===== config.mk =====
export PLATFORM = sky130hd
export DESIGN_NAME = sram_ctl
export DESIGN_NICKNAME = d
export VERILOG_FILES = /design/src/rtl/sram_ctl_pkg.sv /design/src/rtl/sram_ctl_fsm.sv /design/src/rtl/sram_ctl_strobe.sv /design/src/rtl/sram_ctl_dpath.sv /design/src/rtl/sram_ctl.sv
export SDC_FILE = /design/constraint.sdc
export NUM_CORES = 1
export LEC_CHECK = 0
export ABC_AREA = 1
export BUFFER_PORTS_ARGS = -buffer_cell sky130_fd_sc_hd__buf_4
export CORE_ASPECT_RATIO = 0.6
export CORE_MARGIN = 5
export CORE_UTILIZATION = 40
export CTS_CLUSTER_DIAMETER = 120
export DETAILED_ROUTE_END_ITERATION = 6
export PLACE_DENSITY = 0.67
export SYNTH_ARGS = -nofsm -noshare
export SYNTH_HDL_FRONTEND = slang
export SYNTH_SLANG_ARGS = --single-unit

===== constraint.sdc =====
create_clock -name clk -period 3.9 [get_ports clk]
set_input_delay 0.39 -clock clk [delete_from_list [all_inputs] [get_ports clk]]
set_output_delay 0.39 -clock clk [all_outputs]
set_load 0.1 [all_outputs]

===== src/rtl/sram_ctl_pkg.sv =====
package sram_ctl_pkg;

   typedef enum logic [2:0] {
      ST_IDLE   = 3'd0,
      ST_WTURN  = 3'd1,
      ST_WPULSE = 3'd2,
      ST_WHOLD  = 3'd3,
      ST_RACC   = 3'd4,
      ST_DONE   = 3'd5
   } sram_st_t;

   // Nanoseconds to whole clocks, rounded up, at least one clock.
   function automatic int ns_to_clk(input int t_ns, input int clk_ns);
      int c;
      c = (t_ns + clk_ns - 1) / clk_ns;
      return (c < 1) ? 1 : c;
   endfunction

   function automatic int imax(input int a, input int b);
      return (a > b) ? a : b;
   endfunction

endpackage


===== src/rtl/sram_ctl_fsm.sv =====
module sram_ctl_fsm
   import sram_ctl_pkg::*;
#(
   parameter int WPUL_CLK = 3,
   parameter int DH_CLK   = 1,
   parameter int RD_CLK   = 4,
   parameter int WC_CLK   = 4,
   parameter int RC_CLK   = 4
) (
   input  logic     clk,
   input  logic     rst_n,
   input  logic     req_valid,
   input  logic     req_write,
   input  logic     oe_quiet,
   output sram_st_t st,
   output logic     accept,
   output logic     rd_last
);

   localparam int PH_MAX = imax(imax(WPUL_CLK, DH_CLK), RD_CLK);
   localparam int PH_W   = $clog2(PH_MAX + 1);
   localparam int EL_MAX = imax(WC_CLK, RC_CLK);
   localparam int EL_W   = $clog2(EL_MAX + 1);

   sram_st_t        st_nx;
   logic [PH_W-1:0] ph_cnt;
   logic [PH_W-1:0] ph_lim;
   logic [EL_W-1:0] el_cnt;
   logic            is_wr;
   logic            ph_last;
   logic            min_met;
   logic            ph_clr;

   assign accept = (st == ST_IDLE) && req_valid;

   always_comb begin
      ph_lim = PH_W'(1);
      case (st)
         ST_WPULSE: ph_lim = PH_W'(WPUL_CLK);
         ST_WHOLD:  ph_lim = PH_W'(DH_CLK);
         ST_RACC:   ph_lim = PH_W'(RD_CLK);
         default:   ph_lim = PH_W'(1);
      endcase
   end

   assign ph_last = (ph_cnt == (ph_lim - PH_W'(1)));
   assign min_met = is_wr ? (el_cnt >= EL_W'(WC_CLK - 1))
                          : (el_cnt >= EL_W'(RC_CLK - 1));
   assign rd_last = (st == ST_RACC) && ph_last;

   always_comb begin
      st_nx  = st;
      ph_clr = 1'b0;
      case (st)
         ST_IDLE: begin
            ph_clr = 1'b1;
            if (req_valid) begin
               if (!req_write)    st_nx = ST_RACC;
               else if (oe_quiet) st_nx = ST_WPULSE;
               else               st_nx = ST_WTURN;
            end
         end
         ST_WTURN: begin
            ph_clr = 1'b1;
            if (oe_quiet) st_nx = ST_WPULSE;
         end
         ST_WPULSE: begin
            if (ph_last) begin
               st_nx  = ST_WHOLD;
               ph_clr = 1'b1;
            end
         end
         ST_WHOLD, ST_RACC: begin
            if (ph_last) begin
               st_nx  = min_met ? ST_IDLE : ST_DONE;
               ph_clr = 1'b1;
            end
         end
         ST_DONE: begin
            ph_clr = 1'b1;
            if (min_met) st_nx = ST_IDLE;
         end
         default: begin
            st_nx  = ST_IDLE;
            ph_clr = 1'b1;
         end
      endcase
   end

   always_ff @(posedge clk or negedge rst_n) begin
      if (!rst_n) begin
         st     <= ST_IDLE;
         ph_cnt <= '0;
         el_cnt <= '0;
         is_wr  <= 1'b0;
      end else begin
         st     <= st_nx;
         ph_cnt <= ph_clr ? '0 : ph_cnt + PH_W'(1);
         if (accept) begin
            el_cnt <= '0;
            is_wr  <= req_write;
         end else if (st != ST_IDLE && el_cnt != EL_W'(EL_MAX)) begin
            el_cnt <= el_cnt + EL_W'(1);
         end
      end
   end

   AST_DONE_ONLY_EARLY: assert property (@(posedge clk) disable iff (!rst_n)
      (st == ST_DONE) |-> !min_met || $past(st != ST_DONE)) else $error("early done hold");
   AST_WR_LEAVES_TURN: assert property (@(posedge clk) disable iff (!rst_n)
      (st == ST_WTURN && oe_quiet) |=> (st == ST_WPULSE)) else $error("turn stuck");

endmodule


===== src/rtl/sram_ctl_strobe.sv =====
module sram_ctl_strobe
   import sram_ctl_pkg::*;
#(
   parameter int HZ_CLK   = 2,
   parameter int WPUL_CLK = 3
) (
   input  logic     clk,
   input  logic     rst_n,
   input  sram_st_t st,
   output logic     mem_ce_n,
   output logic     mem_we_n,
   output logic     mem_oe_n,
   output logic     mem_dq_oe,
   output logic     oe_quiet
);

   localparam int WL_W = $clog2(WPUL_CLK + 1);

   assign mem_ce_n  = !(st == ST_WTURN || st == ST_WPULSE ||
                        st == ST_WHOLD || st == ST_RACC);
   assign mem_we_n  = (st != ST_WPULSE);
   assign mem_oe_n  = (st != ST_RACC);
   assign mem_dq_oe = (st == ST_WPULSE) || (st == ST_WHOLD);

   generate
      if (HZ_CLK <= 1) begin : g_quiet_direct
         // One idle clock with output enable high already covers the release time.
         assign oe_quiet = 1'b1;
         AST_DRV_AFTER_RELEASE: assert property (@(posedge clk) disable iff (!rst_n)
            $rose(mem_dq_oe) |-> $past(mem_oe_n)) else $error("drive too soon");
      end else begin : g_quiet_count
         localparam int HC_W = $clog2(HZ_CLK + 1);
         logic [HC_W-1:0] oe_hi_cnt;
         always_ff @(posedge clk or negedge rst_n) begin
            if (!rst_n)
               oe_hi_cnt <= HC_W'(HZ_CLK);
            else if (!mem_oe_n)
               oe_hi_cnt <= '0;
            else if (oe_hi_cnt != HC_W'(HZ_CLK))
               oe_hi_cnt <= oe_hi_cnt + HC_W'(1);
         end
         // This clock has output enable high, so it counts toward the release time.
         assign oe_quiet = (oe_hi_cnt >= HC_W'(HZ_CLK - 1));
         AST_DRV_AFTER_RELEASE: assert property (@(posedge clk) disable iff (!rst_n)
            mem_dq_oe |-> (oe_hi_cnt >= HC_W'(HZ_CLK))) else $error("drive too soon");
      end
   endgenerate

   // Checker-side count of consecutive write-enable-low clocks.
   logic [WL_W-1:0] we_lo_cnt;
   always_ff @(posedge clk or negedge rst_n) begin
      if (!rst_n)
         we_lo_cnt <= '0;
      else if (mem_we_n)
         we_lo_cnt <= '0;
      else if (we_lo_cnt != WL_W'(WPUL_CLK))
         we_lo_cnt <= we_lo_cnt + WL_W'(1);
   end

   AST_WE_UNDER_CE: assert property (@(posedge clk) disable iff (!rst_n)
      !mem_we_n |-> !mem_ce_n) else $error("we without ce");
   AST_OE_HIGH_IN_WRITE: assert property (@(posedge clk) disable iff (!rst_n)
      !mem_we_n |-> mem_oe_n) else $error("oe low in write");
   AST_WE_WIDTH: assert property (@(posedge clk) disable iff (!rst_n)
      $rose(mem_we_n) |-> (we_lo_cnt >= WL_W'(WPUL_CLK))) else $error("short pulse");
   AST_NO_DRIVE_ON_READ: assert property (@(posedge clk) disable iff (!rst_n)
      !mem_oe_n |-> !mem_dq_oe) else $error("bus contention");

endmodule


===== src/rtl/sram_ctl_dpath.sv =====
module sram_ctl_dpath #(
   parameter int ADDR_W = 15,
   parameter int DATA_W = 8
) (
   input  logic              clk,
   input  logic              rst_n,
   input  logic              accept,
   input  logic              rd_last,
   input  logic [ADDR_W-1:0] req_addr,
   input  logic [DATA_W-1:0] req_wdata,
   input  logic [DATA_W-1:0] mem_dq_in,
   output logic [ADDR_W-1:0] mem_addr,
   output logic [DATA_W-1:0] mem_dq_out,
   output logic              rd_valid,
   output logic [DATA_W-1:0] rd_data
);

   always_ff @(posedge clk or negedge rst_n) begin
      if (!rst_n) begin
         mem_addr   <= '0;
         mem_dq_out <= '0;
      end else if (accept) begin
         mem_addr   <= req_addr;
         mem_dq_out <= req_wdata;
      end
   end

   always_ff @(posedge clk or negedge rst_n) begin
      if (!rst_n) begin
         rd_valid <= 1'b0;
         rd_data  <= '0;
      end else begin
         rd_valid <= rd_last;
         if (rd_last) rd_data <= mem_dq_in;
      end
   end

   AST_RDV_ONE_CLOCK: assert property (@(posedge clk) disable iff (!rst_n)
      rd_valid |=> !rd_valid) else $error("rd_valid too long");
   AST_RDDATA_HELD: assert property (@(posedge clk) disable iff (!rst_n)
      !$past(rd_last) |-> $stable(rd_data)) else $error("rd_data moved");

endmodule


===== src/rtl/sram_ctl.sv =====
module sram_ctl
   import sram_ctl_pkg::*;
#(
   parameter int ADDR_W  = 15,
   parameter int DATA_W  = 8,
   parameter int CLK_NS  = 20,
   parameter int T_WC_NS = 70,
   parameter int T_WP_NS = 55,
   parameter int T_DW_NS = 30,
   parameter int T_DH_NS = 5,
   parameter int T_RC_NS = 70,
   parameter int T_AA_NS = 70,
   parameter int T_OE_NS = 35,
   parameter int T_HZ_NS = 30
) (
   input  logic              clk,
   input  logic              rst_n,
   input  logic              req_valid,
   output logic              req_ready,
   input  logic              req_write,
   input  logic [ADDR_W-1:0] req_addr,
   input  logic [DATA_W-1:0] req_wdata,
   output logic              rd_valid,
   output logic [DATA_W-1:0] rd_data,
   output logic [ADDR_W-1:0] mem_addr,
   output logic              mem_ce_n,
   output logic              mem_we_n,
   output logic              mem_oe_n,
   output logic [DATA_W-1:0] mem_dq_out,
   input  logic [DATA_W-1:0] mem_dq_in,
   output logic              mem_dq_oe
);

   localparam int WPUL_CLK = imax(ns_to_clk(T_WP_NS, CLK_NS), ns_to_clk(T_DW_NS, CLK_NS));
   localparam int DH_CLK   = ns_to_clk(T_DH_NS, CLK_NS);
   localparam int RD_CLK   = imax(ns_to_clk(T_AA_NS, CLK_NS), ns_to_clk(T_OE_NS, CLK_NS));
   localparam int WC_CLK   = ns_to_clk(T_WC_NS, CLK_NS);
   localparam int RC_CLK   = ns_to_clk(T_RC_NS, CLK_NS);
   localparam int HZ_CLK   = ns_to_clk(T_HZ_NS, CLK_NS);

   generate
      if (ADDR_W < 1 || DATA_W < 1) begin : g_bad_width
         $error("sram_ctl: address and data widths must be positive");
      end
      if (CLK_NS < 1) begin : g_bad_clk
         $error("sram_ctl: clock period must be at least 1 ns");
      end
      if (T_WP_NS < 0 || T_DW_NS < 0 || T_DH_NS < 0 || T_AA_NS < 0 ||
          T_OE_NS < 0 || T_HZ_NS < 0 || T_WC_NS < 0 || T_RC_NS < 0) begin : g_bad_time
         $error("sram_ctl: timing values must not be negative");
      end
   endgenerate

   sram_st_t st;
   logic     accept;
   logic     rd_last;
   logic     oe_quiet;

   sram_ctl_fsm #(
      .WPUL_CLK(WPUL_CLK), .DH_CLK(DH_CLK), .RD_CLK(RD_CLK),
      .WC_CLK(WC_CLK), .RC_CLK(RC_CLK)
   ) u_fsm (
      .clk(clk), .rst_n(rst_n), .req_valid(req_valid), .req_write(req_write),
      .oe_quiet(oe_quiet), .st(st), .accept(accept), .rd_last(rd_last)
   );

   sram_ctl_strobe #(.HZ_CLK(HZ_CLK), .WPUL_CLK(WPUL_CLK)) u_strobe (
      .clk(clk), .rst_n(rst_n), .st(st), .mem_ce_n(mem_ce_n), .mem_we_n(mem_we_n),
      .mem_oe_n(mem_oe_n), .mem_dq_oe(mem_dq_oe), .oe_quiet(oe_quiet)
   );

   sram_ctl_dpath #(.ADDR_W(ADDR_W), .DATA_W(DATA_W)) u_dpath (
      .clk(clk), .rst_n(rst_n), .accept(accept), .rd_last(rd_last),
      .req_addr(req_addr), .req_wdata(req_wdata), .mem_dq_in(mem_dq_in),
      .mem_addr(mem_addr), .mem_dq_out(mem_dq_out), .rd_valid(rd_valid),
      .rd_data(rd_data)
   );

   assign req_ready = (st == ST_IDLE);

   AST_IDLE_STROBES_OFF: assert property (@(posedge clk) disable iff (!rst_n)
      req_ready |-> (mem_ce_n && mem_we_n && mem_oe_n && !mem_dq_oe)) else $error("idle strobes");
   AST_ADDR_HELD: assert property (@(posedge clk) disable iff (!rst_n)
      (!mem_ce_n && $past(!mem_ce_n)) |-> $stable(mem_addr)) else $error("address moved");
   AST_WDATA_HELD: assert property (@(posedge clk) disable iff (!rst_n)
      (mem_dq_oe && $past(mem_dq_oe)) |-> $stable(mem_dq_out)) else $error("write data moved");
   AST_BUSY_IGNORES_REQ: assert property (@(posedge clk) disable iff (!rst_n)
      (!req_ready && !$past(req_ready)) |-> $stable(mem_addr)) else $error("busy request taken");

endmodule


==> metrics.json <==
{
  "run_status": "complete, no violations",
  "gr-total-overflow": 0,
  "post_dp_cell_area_mm2": 0.00253,
  "maxCapViolations": 0,
  "finClkSkew_ns": 0.00517,
  "number_of_global_route_vias_before_repair": 1545,
  "die_h_um": 64.1,
  "dp_hpwl_um": 3440,
  "ys_ff_latch": 43,
  "cts-root-to-sink-buffers": 2,
  "slowest_stage": "sky130_fd_sc_hd__dfrtp_1",
  "clkTransAtPathRegs_ns": 0.08,
  "critPathCaptureType": "output port",
  "worstPathRequired_ns": 3.51,
  "path_max_fanout": 9,
  "post-route-period-util": 0.494,
  "final_weighted_congestion_in_routability_driven_placement": 0.887,
  "ordered_cell_list_for_the_critical_path": "nand2_2, inv_2, nor2_1, buf_4",
  "detail_route.wirelength.met1_um": 2190,
  "wire_per_inst_um": 12.5,
  "grt_first_pass_wirelength_um": 7250,
  "tightestPinTransition_ns": 0.540,
  "htree_levels": 2,
  "area_of_the_die_mm2": 0.00642,
  "cts.repair_timing.setup_buffer_count": 0,
  "number_of_vias_in_the_routed_layout": 1684,
  "hold_buffers": 0,
  "flow.area_growth_from_synthesis_pct": 34.5,
  "timing.critical_path.slowest_cell_delay_ns": 0.53,
  "first_pass_iters": 4,
  "grtUsageTotal": 0.140,
  "timing.hold.worst.class": "input port to asynchronous set/reset pin",
  "design.core.area_mm2": 0.00464,
  "final_net_count": 342,
  "cts_resized": 0,
  "layout_min_cycle_time_ns": 1.93,
  "ys_warn_count": 0,
  "initial_antenna_violation_count": 0,
  "start_util": 0.421,
  "rsz0062_at_grt": "no",
  "placement.io_buffers": 71,
  "highest_clock_rate_ghz": 0.519,
  "ant_nets": 0,
  "worst_ep_arrival_time_ns": 1.54,
  "clockRootBuffer": "sky130_fd_sc_hd__clkbuf_8",
  "synth.lib_cells_used.distinct": 23,
  "tritoncts": "done",
  "timing.slew.headroom": 0.640,
  "met2WireLength_um": 1870,
  "final_core_utilization": 0.566,
  "share_of_final_layout_standard_cells_stronger_than_drive_strength_1": 0.325,
  "final_hold_viol_count": 0,
  "fp-row-count": 19,
  "synth_area_mm2": 0.00195,
  "synthesis.nets": 269,
  "cts_inserted_buffers": 5,
  "startpoint_type": "flop",
  "clock_sinks": 43,
  "die_w_um": 100,
  "drt-vias-per-instance": 4.61,
  "insertedDiodeCount": 0,
  "top_signal_layer_used": "met4",
  "grt_max_degree": 44,
  "finish.instance_area_mm2": 0.00262,
  "seq_area_frac_synth": 0.552,
  "final.setup.tns_ns": 0,
  "wirelength_um": 4560,
  "remaining_drc_errors": 0,
  "worstSetupPathType": "flop to output port",
  "io_pins": 72,
  "syn_area_per_cell_um2": 8.56,
  "final-max-slew-violation-count": 0,
  "detailroute.wirelength.met3_um": 475,
  "first_iter_violations": 93,
  "finalSetupViolCount": 0,
  "clk_latency_ns": 0.29,
  "synth_cells": 228
}
-- cells by family after synthesis --
kind of cell / count (synthesis) / synth area share
compound gates: 12 / 0.0391
xor+xnor: 1 / 0.00449
fa+ha+maj: 6 / 0.0385
buf+inv: 23 / 0.0532
flops: 43 / 0.552
simple gates: 143 / 0.312
-- cells in the mapped netlist (all sizes together) --
cell    instances  area share
buf             5       0.016
xnor2           1      0.0045
o22ai           1      0.0032
dfstp           1       0.013
nand3b          1      0.0039
clkinv          1      0.0045
nand3          13       0.040
dfrtp          42        0.54
ha              6       0.038
nand2         115        0.23
o21bai          1      0.0096
o21ai           6       0.015
a31oi           1      0.0032
inv            17       0.033
nor2           14       0.036
a21oi           3      0.0077
-- critical path, delay by kind of cell (launching register included) --
family | cells | cell delay, ns
buffers and inverters | 2 | 0.39
DFF | 1 | 0.53
and+or+nand+nor | 2 | 0.33
-- cell type report --
type	instances	area [um2]
sequential	43	1080
fill	443	2010
multi-input combinational	162	769
clock inverter	3	23.8
inverter	18	72.6
timing repair buffer	71	533
tap	63	78.8
clock buffer	5	68.8
-- layout by cell type (no fill, tap or decap) --
cell type | synthesis | final
sky130_fd_sc_hd__nor2_1 | 11 | 11
sky130_fd_sc_hd__o22ai_1 | 1 | 1
sky130_fd_sc_hd__nor2_4 | 2 | 2
sky130_fd_sc_hd__nand3_1 | 12 | 12
sky130_fd_sc_hd__nand2_2 | 6 | 6
sky130_fd_sc_hd__dfrtp_1 | 42 | 42
sky130_fd_sc_hd__nor2_2 | 1 | 1
sky130_fd_sc_hd__inv_1 | 12 | 12
sky130_fd_sc_hd__clkinvlp_4 | 0 | 2
sky130_fd_sc_hd__nand3b_1 | 1 | 1
sky130_fd_sc_hd__inv_2 | 5 | 5
sky130_fd_sc_hd__clkbuf_8 | 0 | 5
sky130_fd_sc_hd__dfstp_2 | 1 | 1
sky130_fd_sc_hd__ha_1 | 6 | 6
sky130_fd_sc_hd__a31oi_1 | 1 | 1
sky130_fd_sc_hd__buf_4 | 0 | 71
sky130_fd_sc_hd__nand2_1 | 108 | 108
sky130_fd_sc_hd__clkinv_4 | 1 | 1
sky130_fd_sc_hd__xnor2_1 | 1 | 1
sky130_fd_sc_hd__nand3_4 | 1 | 1
sky130_fd_sc_hd__o21ai_0 | 6 | 6
sky130_fd_sc_hd__a21oi_1 | 3 | 3
sky130_fd_sc_hd__o21bai_4 | 1 | 1
sky130_fd_sc_hd__inv_6 | 0 | 1
sky130_fd_sc_hd__nand2_4 | 1 | 1
-- layer usage --
metal,GRT usage,up-vias
li1,-,850
met1,0.203,763
met2,0.199,67
met3,0.0543,4
met4,0.0252,0
met5,0,-
-- final timing paths --
kind	from	endpoint	slack (ns)	cells after the start
setup / recovery	u_fsm.st[2]	mem_ce_n	1.97	4
hold / removal	rst_n	u_dpath.mem_addr[4]	0.08	1
setup reg to reg	u_fsm.st[1]	u_dpath.mem_addr[8]	2.13	7
hold reg to reg	u_dpath.mem_dq_out[4]	u_dpath.mem_dq_out[4]	0.49	2
max in group asynchronous	rst_n	u_strobe.g_quiet_count.oe_hi_cnt[1]	3.44	1
min in group clk	req_wdata[2]	u_dpath.mem_dq_out[2]	0.28	3
-- flip-flops by register name (all words and copies together), names as in the netlist --
| signal | count |
|---|---|
| u_dpath.mem_addr | 15 |
| u_dpath.mem_dq_out | 8 |
| u_dpath.rd_data | 8 |
| u_dpath.rd_valid | 1 |
| u_fsm.el_cnt | 3 |
| u_fsm.ph_cnt | 3 |
| u_fsm.st | 3 |
| u_strobe.g_quiet_count.oe_hi_cnt | 2 |
-- metrics by stage --
| step | std cells | setup WS [ns] | hold slack [ns] |
|---|---|---|---|
| 2_1_floorplan | 228 | 1.16 | 0.0944 |
| 3_3_place_gp | 357 | 2.20 | 0.410 |
| 3_5_place_dp | 357 | 2.13 | 0.410 |
| 4_1_cts | 365 | 1.96 | 0.0863 |
| 5_1_grt | 365 | 1.88 | 0.105 |
| 6_report | 365 | 1.97 | 0.0754 |
Power is not shown: default switching activity piles up to over one toggle a cycle in this logic, so the estimate is an artifact.
